**src/rtl/calseq_pkg.sv**
```systemverilog
`timescale 1ns/1ps
package calseq_pkg;
  typedef enum logic [1:0] {
    PH_SYNC = 2'd0,
    PH_SLOT = 2'd1,
    PH_PAR  = 2'd2
  } phase_e;

  localparam logic [1:0] ST_STARVE = 2'b00;
  localparam logic [1:0] ST_HUNGRY = 2'b01;
  localparam logic [1:0] ST_SATISF = 2'b10;
  localparam logic [1:0] ST_FRAME  = 2'b11;

  // the framing code is reserved; a port reporting it is sent as satisfied
  function automatic logic [1:0] clean_status(input logic [1:0] s);
    return (s == ST_FRAME) ? ST_SATISF : s;
  endfunction
endpackage

```
**src/rtl/calseq_table.sv**
```systemverilog
`timescale 1ns/1ps
module calseq_table
  import calseq_pkg::*;
#(
  parameter int NUM_PORTS = 16,
  parameter int CAL_MAX   = 16,
  localparam int PORT_W   = $clog2(NUM_PORTS),
  localparam int IDX_W    = $clog2(CAL_MAX)
) (
  input  logic              clk,
  input  logic              rst_n,
  input  logic              wr_allow,
  input  logic              wr_en,
  input  logic [IDX_W-1:0]  wr_addr,
  input  logic [PORT_W-1:0] wr_port,
  input  logic [IDX_W-1:0]  rd_addr,
  output logic [PORT_W-1:0] rd_port
);
  logic [CAL_MAX-1:0][PORT_W-1:0] entries;

  always_ff @(posedge clk or negedge rst_n) begin
    if (!rst_n) begin
      for (int i = 0; i < CAL_MAX; i++) entries[i] <= PORT_W'(i % NUM_PORTS);
    end else if (wr_allow && wr_en && (wr_addr <= IDX_W'(CAL_MAX - 1))) begin
      entries[wr_addr] <= wr_port;
    end
  end

  assign rd_port = entries[rd_addr];

  // a write while enabled leaves the table untouched
  p_wr_locked_r9: assert property (@(posedge clk) disable iff (!rst_n)
    !wr_allow |=> $stable(entries));
endmodule

```
**src/rtl/calseq_ctrl.sv**
```systemverilog
`timescale 1ns/1ps
module calseq_ctrl
  import calseq_pkg::*;
#(
  parameter int CAL_MAX  = 16,
  parameter int MAX_REPS = 4,
  localparam int IDX_W   = $clog2(CAL_MAX),
  localparam int LEN_W   = $clog2(CAL_MAX + 1),
  localparam int RPT_W   = $clog2(MAX_REPS + 1),
  localparam int RC_W    = $clog2(MAX_REPS)
) (
  input  logic             clk,
  input  logic             rst_n,
  input  logic             en,
  input  logic [LEN_W-1:0] cfg_len,
  input  logic [RPT_W-1:0] cfg_reps,
  output phase_e           phase,
  output logic [IDX_W-1:0] pos
);
  logic [LEN_W-1:0] act_len, len_c;
  logic [RPT_W-1:0] act_reps, reps_c;
  logic [RC_W-1:0]  rep;
  logic             last_pos, last_rep;

  always_comb begin
    if (cfg_len == '0)                     len_c = LEN_W'(1);
    else if (cfg_len > LEN_W'(CAL_MAX))    len_c = LEN_W'(CAL_MAX);
    else                                   len_c = cfg_len;
    if (cfg_reps == '0)                    reps_c = RPT_W'(1);
    else if (cfg_reps > RPT_W'(MAX_REPS))  reps_c = RPT_W'(MAX_REPS);
    else                                   reps_c = cfg_reps;
  end

  assign last_pos = (LEN_W'(pos) == act_len - LEN_W'(1));
  assign last_rep = (RPT_W'(rep) == act_reps - RPT_W'(1));

  always_ff @(posedge clk or negedge rst_n) begin
    if (!rst_n) begin
      phase    <= PH_SYNC;
      pos      <= '0;
      rep      <= '0;
      act_len  <= LEN_W'(1);
      act_reps <= RPT_W'(1);
    end else begin
      unique case (phase)
        PH_SYNC: begin
          act_len  <= len_c;
          act_reps <= reps_c;
          pos      <= '0;
          rep      <= '0;
          if (en) phase <= PH_SLOT;
        end
        PH_SLOT: begin
          if (!en) begin
            phase <= PH_SYNC;
          end else if (last_pos) begin
            pos <= '0;
            if (last_rep) phase <= PH_PAR;
            else          rep   <= rep + RC_W'(1);
          end else begin
            pos <= pos + IDX_W'(1);
          end
        end
        PH_PAR:  phase <= PH_SYNC;
        default: phase <= PH_SYNC;
      endcase
    end
  end

  p_disable_sync_r1: assert property (@(posedge clk) disable iff (!rst_n)
    !en |=> phase == PH_SYNC);
  p_par_then_sync_r2: assert property (@(posedge clk) disable iff (!rst_n)
    phase == PH_PAR |=> phase == PH_SYNC);
  p_pos_bound_r3: assert property (@(posedge clk) disable iff (!rst_n)
    phase == PH_SLOT |-> LEN_W'(pos) < act_len);
  p_rep_bound_r5: assert property (@(posedge clk) disable iff (!rst_n)
    phase == PH_SLOT |-> RPT_W'(rep) < act_reps);
  p_cfg_hold_r7: assert property (@(posedge clk) disable iff (!rst_n)
    phase != PH_SYNC |=> ($stable(act_len) && $stable(act_reps)));
  p_clamp_r8: assert property (@(posedge clk) disable iff (!rst_n)
    phase == PH_SLOT |-> (act_len >= LEN_W'(1) && act_len <= LEN_W'(CAL_MAX)
                          && act_reps >= RPT_W'(1) && act_reps <= RPT_W'(MAX_REPS)));
endmodule

```
**src/rtl/calseq_parity.sv**
```systemverilog
`timescale 1ns/1ps
module calseq_parity
  import calseq_pkg::*;
(
  input  logic       clk,
  input  logic       rst_n,
  input  phase_e     phase,
  input  logic [1:0] word,
  output logic [1:0] acc
);
  always_ff @(posedge clk or negedge rst_n) begin
    if (!rst_n)                 acc <= 2'b00;
    else if (phase == PH_SYNC)  acc <= 2'b00;
    else if (phase == PH_SLOT)  acc <= acc ^ word;
  end

  p_par_clear_r6: assert property (@(posedge clk) disable iff (!rst_n)
    phase == PH_SYNC |=> acc == 2'b00);
endmodule

```
**src/rtl/fc_status_calendar.sv**
```systemverilog
`timescale 1ns/1ps
module fc_status_calendar
  import calseq_pkg::*;
#(
  parameter int NUM_PORTS = 16,
  parameter int CAL_MAX   = 16,
  parameter int MAX_REPS  = 4,
  localparam int PORT_W   = $clog2(NUM_PORTS),
  localparam int IDX_W    = $clog2(CAL_MAX),
  localparam int LEN_W    = $clog2(CAL_MAX + 1),
  localparam int RPT_W    = $clog2(MAX_REPS + 1)
) (
  input  logic                   clk,
  input  logic                   rst_n,
  input  logic                   en,
  input  logic [2*NUM_PORTS-1:0] port_status,
  input  logic                   cal_wr_en,
  input  logic [IDX_W-1:0]       cal_wr_addr,
  input  logic [PORT_W-1:0]      cal_wr_port,
  input  logic [LEN_W-1:0]       cfg_len,
  input  logic [RPT_W-1:0]       cfg_reps,
  output logic [1:0]             stat_out,
  output logic [IDX_W-1:0]       slot_idx
);
  phase_e            phase;
  logic [IDX_W-1:0]  pos;
  logic [PORT_W-1:0] slot_port;
  logic [1:0]        slot_word, par_acc;
  logic [NUM_PORTS-1:0][1:0] lane_clean;

  for (genvar p = 0; p < NUM_PORTS; p++) begin : g_lane
    assign lane_clean[p] = clean_status(port_status[2*p +: 2]);
  end

  calseq_ctrl #(.CAL_MAX(CAL_MAX), .MAX_REPS(MAX_REPS)) u_ctrl (
    .clk(clk), .rst_n(rst_n), .en(en),
    .cfg_len(cfg_len), .cfg_reps(cfg_reps),
    .phase(phase), .pos(pos)
  );

  calseq_table #(.NUM_PORTS(NUM_PORTS), .CAL_MAX(CAL_MAX)) u_table (
    .clk(clk), .rst_n(rst_n), .wr_allow(!en),
    .wr_en(cal_wr_en), .wr_addr(cal_wr_addr), .wr_port(cal_wr_port),
    .rd_addr(pos), .rd_port(slot_port)
  );

  assign slot_word = lane_clean[slot_port];

  calseq_parity u_par (
    .clk(clk), .rst_n(rst_n), .phase(phase),
    .word(slot_word), .acc(par_acc)
  );

  always_comb begin
    unique case (phase)
      PH_SLOT: stat_out = slot_word;
      PH_PAR:  stat_out = par_acc;
      default: stat_out = ST_FRAME;
    endcase
    slot_idx = (phase == PH_SLOT) ? pos : '0;
  end

  p_slot_not_frame_r4: assert property (@(posedge clk) disable iff (!rst_n)
    phase == PH_SLOT |-> stat_out != ST_FRAME);
  p_idle_out_r1: assert property (@(posedge clk) disable iff (!rst_n)
    !en |=> (stat_out == ST_FRAME && slot_idx == '0));
endmodule

```
**config.mk**
```make
export PLATFORM = sky130hd
export DESIGN_NAME = fc_status_calendar
export DESIGN_NICKNAME = d
export VERILOG_FILES = /design/src/rtl/calseq_pkg.sv /design/src/rtl/calseq_table.sv /design/src/rtl/calseq_ctrl.sv /design/src/rtl/calseq_parity.sv /design/src/rtl/fc_status_calendar.sv
export SDC_FILE = /design/constraint.sdc
export NUM_CORES = 1
export LEC_CHECK = 0
export ABC_AREA = 1
export BUFFER_PORTS_ARGS = -buffer_cell sky130_fd_sc_hd__buf_2
export CAP_MARGIN = 40
export CELL_PAD_IN_SITES_DETAIL_PLACEMENT = 1
export CELL_PAD_IN_SITES_GLOBAL_PLACEMENT = 2
export CORE_ASPECT_RATIO = 1.5
export CORE_MARGIN = 5
export CORE_UTILIZATION = 34
export DETAILED_ROUTE_END_ITERATION = 8
export MAX_ROUTING_LAYER = met4
export PLACE_DENSITY_LB_ADDON = 0.1
export SETUP_SLACK_MARGIN = 0.3
export SLEW_MARGIN = 20
export SYNTH_ARGS = -nofsm -noshare
export SYNTH_HDL_FRONTEND = slang
export SYNTH_SLANG_ARGS = --single-unit
```
**constraint.sdc**
```tcl
create_clock -name clk -period 2.4 [get_ports clk]
set_input_delay 0.6 -clock clk [delete_from_list [all_inputs] [get_ports clk]]
set_output_delay 0.6 -clock clk [all_outputs]
set_load 0.005 [all_outputs]
```
# After elaboration in Yosys (flattened, before gate mapping)
# Cells that the tools add are included.
[totals] ff_bits=82
[classes] addsub=4 order_cmp=7 n_eq_ne=26 muxes=43 n_bitwise=1 reduce_logical=11
[op_table] cell="bitwise mux 64 bit" n=1
[op_table] cell="two-way mux 2 bit" n=26
[op_table] cell="equality test 2 bit, second input constant" n=17
[op_table] cell="two-way mux 4 bit" n=5
[op_table] cell="binary-select mux 4 bit (select 4 bit)" n=1
[op_table] cell="demux 4 bit (select 4 bit)" n=1
[op_table] cell="less-than comparator 4 x 5 -> 1 bit, second input constant" n=3
[op_table] cell="case mux 2 bit (2 select lines)" n=3
[op_table] cell="two-way mux 5 bit" n=2
[op_table] cell="binary-select mux 2 bit (select 4 bit)" n=1
[op_table] cell="case mux 4 bit (2 select lines)" n=1
[op_table] cell="two-way mux 3 bit" n=2
[op_table] cell="!= test 2 bit, second input constant" n=3
[op_table] cell="!= test 3 x 2 -> 1 bit, second input constant" n=2
[op_table] cell="equality test 4 x 5 -> 1 bit" n=1
[op_table] cell="> comparator 5 bit, second input constant" n=1
[op_table] cell="zero test 5 bit" n=1
[op_table] cell="subtractor 5 x 1 -> 5 bit, second input constant" n=1
[op_table] cell="adder 4 x 1 -> 4 bit, second input constant" n=1
[op_table] cell="greater-or-equal comparator 4 x 1 -> 1 bit, second input constant" n=1
[op_table] cell="less-or-equal comparator 4 bit, second input constant" n=1
[op_table] cell="AND reduction 4 bit" n=1
[op_table] cell="equality test 2 x 3 -> 1 bit" n=1
[op_table] cell="> comparator 3 bit, second input constant" n=1
[op_table] cell="12 further kinds" n=14

# Longest topological paths before layout
[depth] depth_word=7 ltp_mapped=17

# Hierarchy
# Synthesis repeated with hierarchy kept, for this count alone.
[unflattened] cells_unflattened=658 area_unflattened_um2=4674.5
[modules_own_cells] module="calseq_table" n_inst=1 cells_per_inst=426 area_per_inst_um2=3170.5
[modules_own_cells] module="calseq_ctrl" n_inst=1 cells_per_inst=119 area_per_inst_um2=937.1
[modules_own_cells] module="fc_status_calendar" n_inst=1 cells_per_inst=100 area_per_inst_um2=467.9
[modules_own_cells] module="calseq_parity" n_inst=1 cells_per_inst=13 area_per_inst_um2=98.8

# Worst setup path after synthesis
# OpenSTA, ideal clock, no wires.
[synth_timing] path_type="reg2out" startpoint="register u_ctrl.pos[0]" endpoint="output port stat_out[1]" t_arrival_ps=1660 t_required_ps=1800 slack_ps=140 stages_incl_launch_ff=16 cell_sequence="dfrtp_1 -> buf_6 -> inv_6 -> buf_8 -> nand2_4 -> nand3_2 -> nand3_2 -> nand3_4 -> nand2_4 -> buf_8 -> nand3b_1 -> nand3_1 -> nand3_1 -> nand2_2 -> nand2_1 -> nand3_1"
[synth_between] elab_chain_len=5
[synth_lines] item="start, declared" line="calseq_ctrl.sv:18" text="output logic [IDX_W-1:0] pos"
[synth_lines] item="start signal, assigned" line="calseq_ctrl.sv:61" text="pos <= pos + IDX_W'(1);"
[synth_lines] item="binary-select mux 4 bit (select 4 bit)" line="calseq_table.sv:29" text="assign rd_port = entries[rd_addr];"
[synth_lines] item="two-way mux 4 bit (not written as such)" line="calseq_table.sv:29"
[synth_lines] item="binary-select mux 2 bit (select 4 bit)" line="fc_status_calendar.sv:47" text="assign slot_word = lane_clean[slot_port];"
[synth_lines] item="two-way mux 2 bit (not written as such)" line="fc_status_calendar.sv:47"
[synth_lines] item="case mux 2 bit (2 select lines)" line="fc_status_calendar.sv:55" text="unique case (phase)"
[synth_lines] item="end, declared" line="fc_status_calendar.sv:22" text="output logic [1:0] stat_out,"
# No other way between the ends. The select of a mux whose other input is x is not followed.

# Worst setup path after layout
# Same ends and word-level chain as after synthesis.

==> results.json <==
{
  "htree_levels": 3,
  "drv_cap": 0,
  "hold_path.class": "input port to async pin",
  "final-setup-viol-count": 2,
  "worst_slew_pin_slew_ns": 0.603,
  "synth_edf_count": 0,
  "reg2regPathDepth": 17,
  "core_area_mm2": 0.0135,
  "die_h_um": 154,
  "fin_crit_ns": 2.92,
  "drtPass1Iterations": 4,
  "status": "finished with violations",
  "ys_seq_area_share_pct": 44.8,
  "clock_latency_ns": 0.35,
  "slew_headroom_pct": 59.8,
  "combPwrFrac_pct": 47.0,
  "via_per_inst": 4.97,
  "setup_ws_ns": -0.515,
  "vias": 4384,
  "cts_hold_buf": 0,
  "finalWirelength_um": 14700,
  "internal-power_mw": 4.06,
  "top_usage_layer": "met2",
  "clockPowerShare_pct": 23.1,
  "finalPower_mw": 6.72,
  "antenna_cells": 0,
  "final_nets": 773,
  "start_util_pct": 34.7,
  "rsz0062_at_grt": "yes",
  "regToRegStartpoint": "u_ctrl.pos[0]",
  "gr-usage-all-layers_pct": 19.0,
  "switching_share_pct": 39.5,
  "syn_nets": 673,
  "cts_buffers": 9,
  "clkSinkCount": 82,
  "cts_root_buffer": "clkbuf_16",
  "global_route.usage.met1_pct": 22.0,
  "gp_congestion": 0.825,
  "dp_worst_setup_slack_ns": -0.265,
  "vdd_drop_max_mv": 0.470,
  "grt_pass1_wl_um": 23900,
  "syn_to_final_growth_pct": 29.5,
  "rows": 52,
  "wire_per_inst_um": 16.7,
  "crit_type": "flip-flop to output pin",
  "p_per_area_mw_per_mm2": 1110,
  "yosysUniqueCellTypes": 32,
  "drive_above_1_share_pct": 31.0,
  "crit_required_ns": 1.80,
  "clockBufferDepth": 2,
  "crit_path_end_kind": "output pin",
  "die_w_um": 106,
  "yosysWarnings": 0,
  "grt_pass1_vias": 4787,
  "crit_fanout": 9,
  "synthArstFlopShare_pct": 100,
  "synth_flop_cell": "dfrtp_1",
  "power.leakage_nw": 2.92,
  "io_buffers": 57,
  "grt_max_degree": 46,
  "cts_tree": "done",
  "antenna_found_initial": 0,
  "setup.worst_path.start_class": "flip-flop",
  "fillers": 1680,
  "synth-seq-cells": 82,
  "pwr-share-seq_pct": 29.9,
  "avgSynthCellArea_um2": 7.60,
  "syn_area_mm2": 0.00467,
  "crit_start": "u_ctrl.pos[0]",
  "place_hpwl_um": 10700,
  "clock_skew_ns": 0.0128,
  "violations": "negative setup slack",
  "hold_violations": 0,
  "worst_ep_arrival_time_ns": 2.32,
  "path_clk_slew_ns": 0.07,
  "use_met3_pct": 2.81,
  "grt.met2_usage_pct": 33.6,
  "dieArea_mm2": 0.0162,
  "drc": 0,
  "switching_power_mw": 2.66,
  "drtAntennaViolNets": 0,
  "fmax_mhz": 343,
  "period_share_pct": 121,
  "design.portCount": 58,
  "drt_iter0_markers": 150,
  "final_max_slew_viol_count": 0,
  "grt-ovfl-total": 0,
  "syn_inst": 615
}
Yosys cell counts (2+ instances only):
cell	n	share of area (%)
a21oi_1	4	0.43
a31oi_1	2	0.27
buf_2	7	0.75
buf_6	6	1.4
buf_8	2	0.64
clkbuf_1	5	0.40
dfrtp_1	48	26
dfstp_2	34	19
ha_1	6	1.6
inv_1	64	5.1
inv_2	4	0.32
nand2_1	203	16
nand2_2	6	0.80
nand2_4	3	0.72
nand3_1	80	8.6
nand3_2	12	2.6
nand3b_1	6	0.96
nor2_1	21	1.7
nor3_1	5	0.54
o21ai_0	71	7.6
o21ai_1	2	0.21
o22ai_1	6	0.80
or2_2	2	0.27
xnor2_1	4	0.75
xor2_1	5	0.94
routing by layer:
metal	vias up	part of all wire, %
li1	2186	-
met1	2111	41
met2	68	53
met3	19	3.3
met4	0	2.3
met5	-	0
layout make-up:
type                    count  area, um^2  area share [%]
multi-input cells         444        2360            39.0
clock buffers               9         225            3.72
repair inverters            2        15.0           0.248
clock inverters             7         106            1.76
repair buffers            107         773            12.8
well taps                 162         203            3.35
inverters                  69         274            4.53
flip-flops and latches     82        2100            34.6
cell families after synthesis:
family,synth area share [%]
and+or+nand+nor,33.3
adders and majority gates,1.61
buffers and inverters,9.05
DFF,44.8
xor gates and xnor gates,1.69
AOI/OAI and AO/OA,9.50
state kept, by name, summed over array words and instances, names as in the netlist:
name             count
u_ctrl.act_reps      3
u_ctrl.rep           2
u_ctrl.pos           4
u_par.acc            2
u_ctrl.act_len       5
u_table.entries     64
u_ctrl.phase         2
power by group through the flow:
| stage | combinational (mW) | clock (mW) | sequential (mW) |
|---|---|---|---|
| after global placement | 2.54 | 0 | 2.02 |
| final | 3.16 | 1.55 | 2.01 |
| after global routing | 3.51 | 1.64 | 2.05 |
| after floorplan | 1.86 | 0 | 1.95 |
| after CTS | 2.94 | 1.59 | 2.01 |
| after detailed placement | 2.62 | 0 | 2.03 |
layout by cell type (no fill, tap or decap), drive strengths merged, types with 4 or more instances in the layout:
master	count
nand3	93
nor2	22
o22ai	6
buf	106
a21oi	4
xor2	5
xnor2	4
dfstp	34
clkbuf	9
nand2	213
o21ai	74
nand3b	6
dfrtp	48
ha	6
inv	74
nor3	5
metrics by stage:
step	TNS (ns)	instances	hold WS [ns]	util, %	area [um^2]
6_report	-1.03	882	0.0638	44.9	6050
3_3_place_gp	-0.393	851	0.428	39.7	5350
2_1_floorplan	0	615	0.304	-	4670
4_1_cts	-1.02	877	0.0592	43.7	5890
5_1_grt	-1.31	882	0.0568	44.9	6050
3_5_place_dp	-0.526	851	0.430	39.7	5350
worst paths after layout:
path | to | slack [ns]
worst max-delay path | stat_out[1] | -0.52
worst min-delay path | u_ctrl.act_len[4] | 0.06
worst max register to register | u_par.acc[0] | 0.24
worst min register to register | u_table.entries[42] | 0.49
max in group asynchronous | u_table.entries[57] | 1.69
min in group clk | u_table.entries[42] | 0.49
critical path, cell delays in order, from the launching register on:
cell,delay [ns]
dfrtp_2,0.44
buf_12,0.15
buf_4,0.13
nand2_1,0.05
nand2_1,0.05
nand2_1,0.07
nand3_2,0.10
nand3_4,0.18
buf_12,0.15
nand3_1,0.06
nand3_1,0.10
nand3_1,0.10
nand3_2,0.07
nand2_2,0.06
nand2_1,0.06
nand3_1,0.06
buf_2,0.13
what timing repair did:
item                       in CTS  in global routing
gates resized for setup        24                 25
cloned                          3                  1
setup endpoints to repair       9                  8
pin swaps                       7                 10
setup buffers                   7                  4
No activity file was read; power rests on OpenSTA's default activity.
